File: src/rtl/bytectr_pkg.sv
package bytectr_pkg;

    localparam int CSEL_W = 3;

    typedef enum logic [2:0] {
        OP_HOLD  = 3'd0,
        OP_CLEAR = 3'd1,
        OP_INC   = 3'd2,
        OP_DEC   = 3'd3,
        OP_LOAD  = 3'd4
    } cnt_op_e;

    typedef struct packed {
        logic rd;
        logic wr;
        logic hi;
    } cpu_req_t;

    // processor load beats every tick action; clear beats counting
    function automatic cnt_op_e pick_op(input logic load,
                                        input logic tick_ok,
                                        input logic clr,
                                        input logic down);
        cnt_op_e op;
        if (load)          op = OP_LOAD;
        else if (!tick_ok) op = OP_HOLD;
        else if (clr)      op = OP_CLEAR;
        else if (down)     op = OP_DEC;
        else               op = OP_INC;
        return op;
    endfunction

endpackage

File: src/rtl/bytectr_bus.sv
module bytectr_bus
    import bytectr_pkg::*;
#(
    parameter int BUS_W = 8,
    localparam int CNT_W = 2 * BUS_W
) (
    input  logic             clk,
    input  logic             rst,
    input  cpu_req_t         req,
    input  logic [BUS_W-1:0] wdata,
    input  logic [CNT_W-1:0] count,
    output logic [BUS_W-1:0] rdata,
    output logic             load_lo,
    output logic [CNT_W-1:0] load_val
);

    logic [BUS_W-1:0] hold_q;
    logic             rd_lo;
    logic             wr_hi;

    assign rd_lo    = req.rd && !req.hi;
    assign wr_hi    = req.wr &&  req.hi;
    assign load_lo  = req.wr && !req.hi;
    assign load_val = {hold_q, wdata};
    assign rdata    = req.hi ? hold_q : count[BUS_W-1:0];

    always_ff @(posedge clk) begin
        if (rst)        hold_q <= '0;
        else if (wr_hi) hold_q <= wdata;
        else if (rd_lo) hold_q <= count[CNT_W-1:BUS_W];
    end


    snapshot_chk: assert property (@(posedge clk) disable iff (rst)
        rd_lo |=> hold_q == $past(count[CNT_W-1:BUS_W]));


    hold_write_chk: assert property (@(posedge clk) disable iff (rst)
        wr_hi |=> hold_q == $past(wdata));


    load_commit_chk: assert property (@(posedge clk) disable iff (rst)
        load_lo |=> count == $past({hold_q, wdata}));

endmodule

File: src/rtl/bytectr_ctrl.sv
module bytectr_ctrl
    import bytectr_pkg::*;
(
    input  logic              tick,
    input  logic [CSEL_W-1:0] clk_sel,
    input  logic              clr_req,
    input  logic              count_down,
    input  logic              load_lo,
    output logic              tick_ok,
    output cnt_op_e           op
);

    assign tick_ok = tick && (|clk_sel);

    always_comb begin
        op = pick_op(load_lo, tick_ok, clr_req, count_down);
    end

endmodule

File: src/rtl/bytectr_core.sv
module bytectr_core
    import bytectr_pkg::*;
#(
    parameter int CNT_W = 16,
    localparam logic [CNT_W-1:0] TOP_VAL = {CNT_W{1'b1}},
    localparam logic [CNT_W-1:0] ONE     = {{(CNT_W-1){1'b0}}, 1'b1}
) (
    input  logic             clk,
    input  logic             rst,
    input  cnt_op_e          op,
    input  logic [CNT_W-1:0] load_val,
    output logic [CNT_W-1:0] count,
    output logic             at_top,
    output logic             at_bottom,
    output logic             ovf
);

    logic [CNT_W-1:0] nxt;
    logic             wrap_up;

    always_comb begin
        case (op)
            OP_LOAD:  nxt = load_val;
            OP_CLEAR: nxt = '0;
            OP_INC:   nxt = count + ONE;
            OP_DEC:   nxt = count - ONE;
            default:  nxt = count;
        endcase
    end

    assign wrap_up   = (op == OP_INC) && (count == TOP_VAL);
    assign at_top    = (count == TOP_VAL);
    assign at_bottom = (count == '0);

    always_ff @(posedge clk) begin
        if (rst) begin
            count <= '0;
            ovf   <= 1'b0;
        end else begin
            count <= nxt;
            ovf   <= wrap_up;
        end
    end


    inc_step_chk: assert property (@(posedge clk) disable iff (rst)
        (op == OP_INC) |=> count == $past(count) + ONE);


    dec_wrap_chk: assert property (@(posedge clk) disable iff (rst)
        (op == OP_DEC && at_bottom) |=> at_top);


    clear_chk: assert property (@(posedge clk) disable iff (rst)
        (op == OP_CLEAR) |=> at_bottom);


    ovf_single_chk: assert property (@(posedge clk) disable iff (rst)
        ovf |=> !ovf);


    ovf_zero_chk: assert property (@(posedge clk) disable iff (rst)
        ovf |-> at_bottom);


    flags_excl_chk: assert property (@(posedge clk) disable iff (rst)
        !(at_top && at_bottom));

endmodule

File: src/rtl/bytectr_top.sv
module bytectr_top
    import bytectr_pkg::*;
#(
    parameter int BUS_W = 8,
    localparam int CNT_W = 2 * BUS_W
) (
    input  logic              clk,
    input  logic              rst,
    input  logic              cpu_rd,
    input  logic              cpu_wr,
    input  logic              cpu_hi,
    input  logic [BUS_W-1:0]  cpu_wdata,
    output logic [BUS_W-1:0]  cpu_rdata,
    input  logic              tick,
    input  logic              count_down,
    input  logic              clr_req,
    input  logic [CSEL_W-1:0] clk_sel,
    output logic              at_top,
    output logic              at_bottom,
    output logic              ovf_pulse
);

    cpu_req_t         req;
    logic [CNT_W-1:0] cnt_q;
    logic [CNT_W-1:0] load_val;
    logic             load_lo;
    logic             tick_ok;
    cnt_op_e          op;

    assign req.rd = cpu_rd;
    assign req.wr = cpu_wr;
    assign req.hi = cpu_hi;

    bytectr_bus #(.BUS_W(BUS_W)) u_bus (
        .clk      (clk),
        .rst      (rst),
        .req      (req),
        .wdata    (cpu_wdata),
        .count    (cnt_q),
        .rdata    (cpu_rdata),
        .load_lo  (load_lo),
        .load_val (load_val)
    );

    bytectr_ctrl u_ctrl (
        .tick       (tick),
        .clk_sel    (clk_sel),
        .clr_req    (clr_req),
        .count_down (count_down),
        .load_lo    (load_lo),
        .tick_ok    (tick_ok),
        .op         (op)
    );

    bytectr_core #(.CNT_W(CNT_W)) u_core (
        .clk       (clk),
        .rst       (rst),
        .op        (op),
        .load_val  (load_val),
        .count     (cnt_q),
        .at_top    (at_top),
        .at_bottom (at_bottom),
        .ovf       (ovf_pulse)
    );


    stopped_hold_chk: assert property (@(posedge clk) disable iff (rst)
        (clk_sel == '0 && !(cpu_wr && !cpu_hi)) |=> $stable(cnt_q));


    write_wins_chk: assert property (@(posedge clk) disable iff (rst)
        (cpu_wr && !cpu_hi && tick_ok) |=> cnt_q == $past(load_val));

endmodule

File: config.mk
export PLATFORM = sky130hd
export DESIGN_NAME = bytectr_top
export DESIGN_NICKNAME = d
export VERILOG_FILES = /design/src/rtl/bytectr_pkg.sv /design/src/rtl/bytectr_bus.sv /design/src/rtl/bytectr_ctrl.sv /design/src/rtl/bytectr_core.sv /design/src/rtl/bytectr_top.sv
export SDC_FILE = /design/constraint.sdc
export NUM_CORES = 1
export LEC_CHECK = 0
export ABC_AREA = 1
export CORE_ASPECT_RATIO = 0.6
export CORE_MARGIN = 2
export CORE_UTILIZATION = 55
export CTS_CLUSTER_SIZE = 25
export DETAILED_ROUTE_END_ITERATION = 10
export PLACE_DENSITY = 0.81
export SKIP_LAST_GASP = 1
export SLEW_MARGIN = 20
export SYNTH_ARGS = -nofsm -noshare
export SYNTH_HDL_FRONTEND = slang
export SYNTH_SLANG_ARGS = --single-unit
File: constraint.sdc
create_clock -name clk -period 2.9 [get_ports clk]
set_input_delay 0.435 -clock clk [delete_from_list [all_inputs] [get_ports clk]]
set_output_delay 0.435 -clock clk [all_outputs]
set_load 0.01 [all_outputs]
==> metrics.txt <==
outcome finished, final reports clean; PD cells between 300 and 400 mW/mm2; Data arrival, critical path ~3000 ps; Crit. path cell count 14; share of cells above drive strength 1 approximately 7.5%; Seq/Total Area, Yosys 23.4%; share of the synthesized area in the top cell type between 20% and 30%; reg2reg end u_core.count[10]; first-pass GRT wire length roughly 11 mm; largest net degree at the start of global routing 22; area of the multi-input gates 0.00142 mm2; Area Overhead vs Synth 17.5%; Tcrit/Tclk final 95.3%; CTS Root Cell clkbuf_8; port bufs 29; Critical Path RT between 3000 and 4000 ps; critical setup path kind input port to flop; Fillers approximately 350; number of H-tree levels 1; ordered list of cells on the worst path clkdlybuf4s50_1 -> inv_1 -> nand2_1 -> nand4_4 -> nor2_4 -> inv_1 -> fa_1 -> o21ai_2 -> nand2_1 -> nand2_2 -> nand2_1 -> nand3b_1 -> nand3_1 -> a21oi_1; wire length per cell approximately 16 um; P_leak 0.00113 uW; core footprint 0.00370 mm2; clk sinks 25; cell count of the worst hold path 2; Finished Layout Cells 409; Initial Utilization between 50% and 60%; Synth Instances approximately 330; leading cell type in the layout, fill and taps excluded nand2_1; DP Area ~0.0025 mm2; slowest cell delay on critical path between 400 and 500 ps; Clk Latency, worst-skew pair between 200 and 300 ps; DIE AREA ~0.0044 mm2; Worst-path clk slew around 90 ps; utilization after layout about two thirds; Hold Crit Class flop to flop; vias after detailed routing about 2400; setup bufs post-CTS 0; RSZ-0062 raised after global routing no; worst vdd ir roughly 0.32 mV; vias in the first global route ~2100; Hold EP u_bus.hold_q[6]; Max Fclk roughly 360 MHz; Placed Cells incl. Taps approximately 400; Post-Syn Area per Cell ~6.4 um2; Initial DRT Pass Iterations 5; Worst Setup Start Kind input port; Buf/Inv on CP 3; Post-DRT Antenna Nets 0; Synth area leaders dfxtp_1, nand2_1, a21oi_1, ha_1, o21ai_0; Worst path slowest cell clkdlybuf4s50_1; critical path peak fanout 12; crit path time final about 2800 ps; Slew @ Worst Pin 594 ps; Most Frequent Cell on Critical Path nand2_1; diode count 0; Max-Cap Viols 0; hold_sp u_bus.hold_q[6]; Final Hold Fails 0; vias per cell about 5.8; Post-layout nets just under 400; CTS tree built; post-synth top area cell dfxtp_1; CTS Buf Count 3; Mapped Area 0.00214 mm2; Synth Net Count between 300 and 400; final WL about 6.6 mm; global route total overflow 0; reg-to-reg startpoint u_core.count[0]; CP top delay family simple AND/OR/NAND/NOR gates; cts repair resizes 0; most frequent cells in the layout nand2_1, a21oi_1, inv_1; Initial DRC Count around 320; r2r worst-path depth 9; Hold-fix buffers, CTS 0; Max Slew Vio Count 0; Row Count 17; Crit. End Element flop; Sequential cell area approximately 500 um2; fin area approximately 0.0025 mm2; R2R setup slack between 800 and 900 ps; Tot Pwr 889 uW; Slew HR 60.3%; count of cell types in the netlist 39; GPL Wtd Cong about 0.97; # setup viols final 0; Die W between 80 and 90 um; initial antenna violation count 0; TNS Setup 0 ps; Clock Path Buffers 2; Seq cells post-synth 25; GR Util All Layers between 30% and 40%; residual DRC count 0; dpl hpwl a little over 5 mm; Final Skew around 5 ps; io pins 30; die height between 50 and 60 um; Ys Warns 0
## worst reg2reg max path: stages, from the launching register on
cell and delay (ps):
dfxtp_1 410, inv_1 130, fa_1 500, o21ai_2 270, nand2_1 100, nand2_2 110
nand2_1 80, nand3b_1 90, nand3_1 110, a21oi_1 160
## metal layers
layer	global-route usage, %	share of wire, %	vias up
met4	3.17	0	0
met2	44.7	39	137
li1	-	-	1189
met3	7.56	12	0
met5	0	0	-
met1	46.8	48	1064
## synthesized netlist by cell type (all sizes together)
library cell,number
nand2,88
a21oi,41
inv,41
o21ai,38
dfxtp,25
nand3,18
ha,14
nor2,13
nand4,10
o22ai,7
or2,6
buf,5
clkbuf,4
nand3b,4
a31oi,3
nor3,3
nor4,3
xor2,2
a221oi,1
and2,1
and3,1
clkinv,1
fa,1
o21a,1
o21bai,1
xnor2,1
## registers in the layout, indices dropped and copies added (netlist names)
| signal | flops |
|---|---|
| u_bus.hold_q | 8 |
| u_core.count | 16 |
| u_core.ovf | 1 |
## kinds of logic (layout without fill, tap and decap cells)
group                      count (synthesis)  after routing  share of synthesized area, %
adders and majority gates                 15             15                          9.14
buffers and inverters                     51             80                          10.3
xor gates and xnor gates                   3              3                          1.23
and+or+nand+nor                          147            147                          32.4
DFF                                       25             25                          23.4
AOI/OAI and AO/OA                         92             92                          23.6
## worst max path at each step
stage                    start  slack [ps]          endpoint
global route        clk_sel[0]           4  u_core.count[10]
finish              clk_sel[0]         140  u_core.count[10]
floorplan               cpu_hi         550  u_core.count[14]
detailed placement  clk_sel[0]        -100  u_core.count[10]
global placement        cpu_hi          10  u_core.count[10]
CTS                 clk_sel[0]         180  u_core.count[10]
## through the flow
stage	worst slack, ps	hold WS [ps]
5_1_grt	3.88	563
2_1_floorplan	552	456
4_1_cts	182	517
6_report	137	531
3_3_place_gp	13.3	498
3_5_place_dp	-96.8	507
## power breakdown
group          switching, uW  internal [uW]
combinational            157            116
clock                    112           98.4
sequential              35.7            369
total                    305            584
## layout make-up
cell class                      count  share of cell area [%]
Clock buffer                        4                    1.79
Tap cell                           47                    2.34
Sequential cell                    25                    19.9
Multi-Input combinational cell    257                    56.4
Inverter                           42                    6.43
Timing Repair Buffer               34                    13.1
No activity file was read; power rests on OpenSTA's default activity.
